### config.mk
export PLATFORM = sky130hd
export DESIGN_NAME = line_hook_qual
export DESIGN_NICKNAME = d
export VERILOG_FILES = /design/src/rtl/hook_pkg.sv /design/src/rtl/hook_sync.sv /design/src/rtl/hook_filter.sv /design/src/rtl/batt_hold_timer.sv /design/src/rtl/line_hook_qual.sv
export SDC_FILE = /design/constraint.sdc
export NUM_CORES = 1
export LEC_CHECK = 0
export BUFFER_PORTS_ARGS = -buffer_cell sky130_fd_sc_hd__buf_2
export CAP_MARGIN = 20
export CORE_MARGIN = 2
export CORE_UTILIZATION = 40
export DETAILED_ROUTE_END_ITERATION = 16
export HOLD_SLACK_MARGIN = 0.15
export PLACE_DENSITY = 0.62
export SYNTH_ARGS = -nofsm -noshare
export SYNTH_HDL_FRONTEND = slang
export SYNTH_SLANG_ARGS = --single-unit
### constraint.sdc
create_clock -name clk -period 2.1 [get_ports clk]
set_input_delay 0.525 -clock clk [delete_from_list [all_inputs] [get_ports clk]]
set_output_delay 0.525 -clock clk [all_outputs]
set_load 0.01 [all_outputs]
### src/rtl/hook_pkg.sv
package hook_pkg;
   typedef enum logic {
      HOOK_ON  = 1'b0,
      HOOK_OFF = 1'b1
   } hook_e;

   // width of a counter that must hold values 0..n
   function automatic int cnt_width(input int n);
      return (n < 2) ? 1 : $clog2(n + 1);
   endfunction
endpackage

### src/rtl/hook_sync.sv
module hook_sync #(
   parameter int   STAGES  = 2,
   parameter logic RST_VAL = 1'b1
) (
   input  logic clk,
   input  logic rst_n,
   input  logic d,
   output logic q
);
   logic chain [STAGES];

   for (genvar i = 0; i < STAGES; i++) begin : g_stage
      if (i == 0) begin : g_first
         always_ff @(posedge clk or negedge rst_n) begin
            if (!rst_n) chain[i] <= RST_VAL;
            else        chain[i] <= d;
         end
      end else begin : g_next
         always_ff @(posedge clk or negedge rst_n) begin
            if (!rst_n) chain[i] <= RST_VAL;
            else        chain[i] <= chain[i-1];
         end
      end
   end

   assign q = chain[STAGES-1];
endmodule

### src/rtl/hook_filter.sv
module hook_filter
   import hook_pkg::*;
#(
   parameter int BLANK_CYC = 120,
   parameter int DEB_CYC   = 20
) (
   input  logic clk,
   input  logic rst_n,
   input  logic off_now,
   input  logic state_chg,
   output logic hook_off,
   output logic off_evt
);
   localparam int BW = cnt_width(BLANK_CYC);
   localparam int DW = cnt_width(DEB_CYC);

   logic [BW-1:0] blank_cnt;
   hook_e         hook_q;
   logic          blanking;
   logic          mismatch;
   logic          update;

   assign blanking = state_chg || (blank_cnt != '0);
   assign mismatch = (off_now != logic'(hook_q));

   always_ff @(posedge clk or negedge rst_n) begin
      if (!rst_n)                  blank_cnt <= '0;
      else if (state_chg)          blank_cnt <= BW'(BLANK_CYC);
      else if (blank_cnt != '0)    blank_cnt <= blank_cnt - 1'b1;
   end

   if (DEB_CYC <= 1) begin : g_nodeb
      assign update = mismatch && !blanking;
   end else begin : g_deb
      logic [DW-1:0] deb_cnt;
      logic          deb_done;
      assign deb_done = (deb_cnt == DW'(DEB_CYC - 1));
      assign update   = mismatch && !blanking && deb_done;

      always_ff @(posedge clk or negedge rst_n) begin
         if (!rst_n)                      deb_cnt <= '0;
         else if (blanking || !mismatch)  deb_cnt <= '0;
         else if (deb_done)               deb_cnt <= '0;
         else                             deb_cnt <= deb_cnt + 1'b1;
      end
   end

   always_ff @(posedge clk or negedge rst_n) begin
      if (!rst_n) begin
         hook_q  <= HOOK_ON;
         off_evt <= 1'b0;
      end else begin
         if (update) hook_q <= off_now ? HOOK_OFF : HOOK_ON;
         off_evt <= update && off_now;
      end
   end

   assign hook_off = (hook_q == HOOK_OFF);
endmodule

### src/rtl/batt_hold_timer.sv
module batt_hold_timer
   import hook_pkg::*;
#(
   parameter int HOLD_CYC = 1000
) (
   input  logic clk,
   input  logic rst_n,
   input  logic hook_off,
   output logic bat_low
);
   localparam int HW = cnt_width(HOLD_CYC);

   logic [HW-1:0] hold_cnt;
   logic          low_q;

   always_ff @(posedge clk or negedge rst_n) begin
      if (!rst_n) begin
         hold_cnt <= '0;
         low_q    <= 1'b0;
      end else if (!hook_off) begin
         hold_cnt <= '0;
         low_q    <= 1'b0;
      end else if (!low_q) begin
         if (hold_cnt == HW'(HOLD_CYC - 1)) begin
            low_q    <= 1'b1;
            hold_cnt <= '0;
         end else begin
            hold_cnt <= hold_cnt + 1'b1;
         end
      end
   end

   // release is combinational so the battery drops with the hook status
   assign bat_low = low_q && hook_off;
endmodule

### src/rtl/line_hook_qual.sv
module line_hook_qual #(
   parameter int CLK_PER_MS  = 1000,
   parameter int BLANK_MS    = 60,
   parameter int DEBOUNCE_MS = 10,
   parameter int LOWBAT_MS   = 500,
   parameter int SYNC_STAGES = 2
) (
   input  logic clk,
   input  logic rst_n,
   input  logic loop_det_n,
   input  logic line_state_chg,
   output logic hook_off,
   output logic offhook_evt,
   output logic bat_low_sel
);
   localparam int BLANK_CYC    = CLK_PER_MS * BLANK_MS;
   localparam int DEBOUNCE_CYC = CLK_PER_MS * DEBOUNCE_MS;
   localparam int LOWBAT_CYC   = CLK_PER_MS * LOWBAT_MS;
   localparam int REVERSAL_MS  = 50;

   if (SYNC_STAGES < 2) begin : g_bad_sync
      $error("SYNC_STAGES must be at least 2");
   end
   if (CLK_PER_MS < 1) begin : g_bad_clk
      $error("CLK_PER_MS must be at least 1");
   end
   if (BLANK_MS < REVERSAL_MS) begin : g_bad_blank
      $error("BLANK_MS must cover a 50 ms reversal glitch");
   end
   if (DEBOUNCE_MS < 1 || LOWBAT_MS < 1) begin : g_bad_win
      $error("debounce and battery hold must be at least 1 ms");
   end

   logic det_n_sync;
   logic off_sync;

   hook_sync #(
      .STAGES  (SYNC_STAGES),
      .RST_VAL (1'b1)
   ) u_sync (
      .clk   (clk),
      .rst_n (rst_n),
      .d     (loop_det_n),
      .q     (det_n_sync)
   );

   assign off_sync = !det_n_sync;

   hook_filter #(
      .BLANK_CYC (BLANK_CYC),
      .DEB_CYC   (DEBOUNCE_CYC)
   ) u_filter (
      .clk       (clk),
      .rst_n     (rst_n),
      .off_now   (off_sync),
      .state_chg (line_state_chg),
      .hook_off  (hook_off),
      .off_evt   (offhook_evt)
   );

   batt_hold_timer #(
      .HOLD_CYC (LOWBAT_CYC)
   ) u_batt (
      .clk      (clk),
      .rst_n    (rst_n),
      .hook_off (hook_off),
      .bat_low  (bat_low_sel)
   );
endmodule

==> reports/qor.txt <==
run status: finished clean
Rows: 30
vias in the first global route: 1899
Unique masters post-synth: 52
die area: 7571 um^2
number of remaining DRC errors: 0
largest cells by area after synthesis: dfrtp_1 (47%), xnor2_1 (4.8%), nor2_1 (4.4%), xor2_1 (3.5%), a21oi_1 (3.1%)
post-detailed-routing wire length: 5208 um
gpl congestion: 0.8309
Cell Area, Placed: 2920 um^2
post-DP HPWL: 3622 um
GRT Util Overall: 0.1511
num ports: 7
Vias: 2066
final hold vios: 0
critical path endpoint: u_filter.blank_cnt[9]
yosys synthesis warning count: 0
crit path DAT: 2.28 ns
clock buffer depth: 2
Synth Flop Type: dfrtp_1
total gr overflow: 0
drt first-iter violations: 70
Initial Utilization: 0.4102
Total Nets Final: 304
Clk Latency, worst-skew pair: 0.31 ns
Clock Tree Root: clkbuf_8
CP Class: reg2reg
area delta synth->final: 13.35%
Post-synth EDFFs: 0
Synth Net Count: 285
critical path launch point: u_filter.blank_cnt[1]
simple-gate portion of the synthesized area: 0.2596
remaining antenna violation count: 0
Synth Area in Compound Gates: 0.1180
Worst-Margin Slew: 0.5218 ns
CTS tree: done
post-synthesis mux area share: 0.007263
Critical Path End Type: flip-flop
wire per inst: 13.78 um
Reg2Reg Setup Slack: 0.008 ns
hold_ws: 0.1772 ns
Lkg Pwr: 1.212 nW
Yosys top cell by area: dfrtp_1
proportion of layout cells with a drive suffix above 1: 0.1711
Post-Synth Adder-Cell Area: 0.01362
largest family of logic cells by synthesized area: simple AND/OR/NAND/NOR gates
First-pass DRT Iterations: 6
final setup vio count: 0
highest-count cells in the layout ignoring fill and taps: dfrtp_1 (52), nor2_1 (27), nand2_1 (19)
number of synthesized register bits: 54
mapped cell area: 2756 um^2
most common cell after layout, fill and taps aside: dfrtp_1
Setup WS post-layout: 0.008393 ns
Max Slew Vio Count: 0
Post-CTS Hold Buffers: 0
die height: 87.01 um
register area share after synthesis: 0.4911
largest net degree at the start of global routing: 34
RSZ-0062 raised after global routing: true
Critical R2R Launch: u_filter.blank_cnt[1]
dpl ws: 0.03763 ns
reg2reg path depth: 8
I/O Buffers: 6
core box area: 6719 um^2
FF-to-FF End: u_filter.blank_cnt[9]
Post-synth ARST share: 1.000
fmax: 0.4781 GHz
placed insts: 366
normalized max-slew margin: 0.6521
Hold Crit Class: in2async
cell count after synthesis: 278
Min Clock Period, post-route: 2.092 ns
vias per cell: 5.466
period utilisation layout: 0.9960
Mapped Avg Cell Area: 9.915 um^2
Reg clk slew, reported paths: 0.10 ns
fin cells: 378
setup TNS: 0 ns
die width: 87.01 um
H-tree levels: 2
crit-path max FO: 6
clk_skew: 0.01083 ns
CP Launch Type: flip-flop
CP required: 2.29 ns
Max IR drop VDD: 0.2918 mV
clk sinks: 54
Post-Synth XOR/XNOR Area: 0.08261
Finished Cell Area: 3124 um^2
top cell type's share of synthesized area: 0.4721
TritonCTS Buffers: 5
Antenna diodes: 0
Pwr Density: 609.6 nW/um^2
antenna violations before repair: 0
global-route wire length before repair: 9128 um
maxcap violations: 0
cell usage after synthesis, types with 3 or more instances:
cell type / instances
and3_1: 7
o21ai_0: 11
nor2b_1: 3
nand4_1: 10
ha_1: 3
nand2_1: 19
nand2b_1: 4
inv_1: 9
nor3b_1: 3
xor2_1: 11
clkbuf_1: 3
nand3_1: 15
nor2_1: 32
xnor2_1: 15
a21oi_1: 17
dfrtp_1: 52
a31oi_1: 7
nor3_1: 9
nand3b_1: 3
power breakdown:
part | switching, mW | internal [mW]
logic | 0.0687 | 0.0597
clock network | 0.337 | 0.351
registers | 0.0277 | 1.06
total | 0.433 | 1.47
worst min path at each step:
stage / slack, ns / to / startpoint
3_5_place_dp: 0.35 / u_sync.q / u_sync.chain[1]
4_1_cts: 0.19 / u_filter.blank_cnt[3] / rst_n
2_1_floorplan: 0.23 / u_batt.hold_cnt[0] / rst_n
3_3_place_gp: 0.35 / u_sync.q / u_sync.chain[1]
5_1_grt: 0.22 / u_filter.blank_cnt[3] / rst_n
6_report: 0.18 / u_filter.blank_cnt[3] / rst_n
logic make-up after synthesis:
group / count (synthesis)
and+or+nand+nor: 127
DFF: 54
AOI/OAI and AO/OA: 50
xor gates and xnor gates: 26
buffers and inverters: 16
adders and majority gates: 3
muxes: 2
final cells by class:
class                      count  area, um^2
clock inverter                 3       40.04
tap                           80       100.1
inverter                      10       37.54
clock buffer                   5       68.82
sequential                    54        1354
fill                         648        3595
timing repair buffer          17       125.1
multi-input combinational    209        1399
sequential cells by signal, summed over array words and instances, names as in the netlist:
name and count:
u_batt.hold_cnt 19, u_filter.hook_off 1, u_batt.low_q 1, u_filter.off_evt 1, u_filter.blank_cnt 16, u_sync.chain 1
u_sync.q 1, u_filter.g_deb.deb_cnt 14
metrics by stage:
| step | util | power [mW] |
|---|---|---|
| 6_report | 0.4650 | 1.905 |
| 5_1_grt | 0.4650 | 2.002 |
| 4_1_cts | 0.4508 | 1.917 |
| 3_5_place_dp | 0.4346 | 1.223 |
| 3_3_place_gp | 0.4346 | 1.222 |
| 2_1_floorplan | - | 1.172 |
metal layers:
| metal | track usage | vias up | part of all wire |
|---|---|---|---|
| met5 | 0 | - | 0 |
| met4 | 0.05966 | 0 | 0.0092 |
| met3 | 0.02654 | 4 | 0.023 |
| met2 | 0.2276 | 26 | 0.48 |
| met1 | 0.2160 | 1000 | 0.49 |
| li1 | - | 1036 | - |
timing repair:
action,CTS,global route
setup endpoints to repair,0,23
resized for setup,0,15
setup buffers,0,3
worst max-delay path: stages, from the launching register on:
cell	delay [ns]
dfrtp_1	0.42
inv_2	0.08
ha_4	0.14
or4b_4	0.49
nor3_4	0.33
buf_4	0.17
a21oi_2	0.06
nor3b_1	0.16
mux2i_1	0.13
Note: power is estimated with default switching activity, not from simulation.
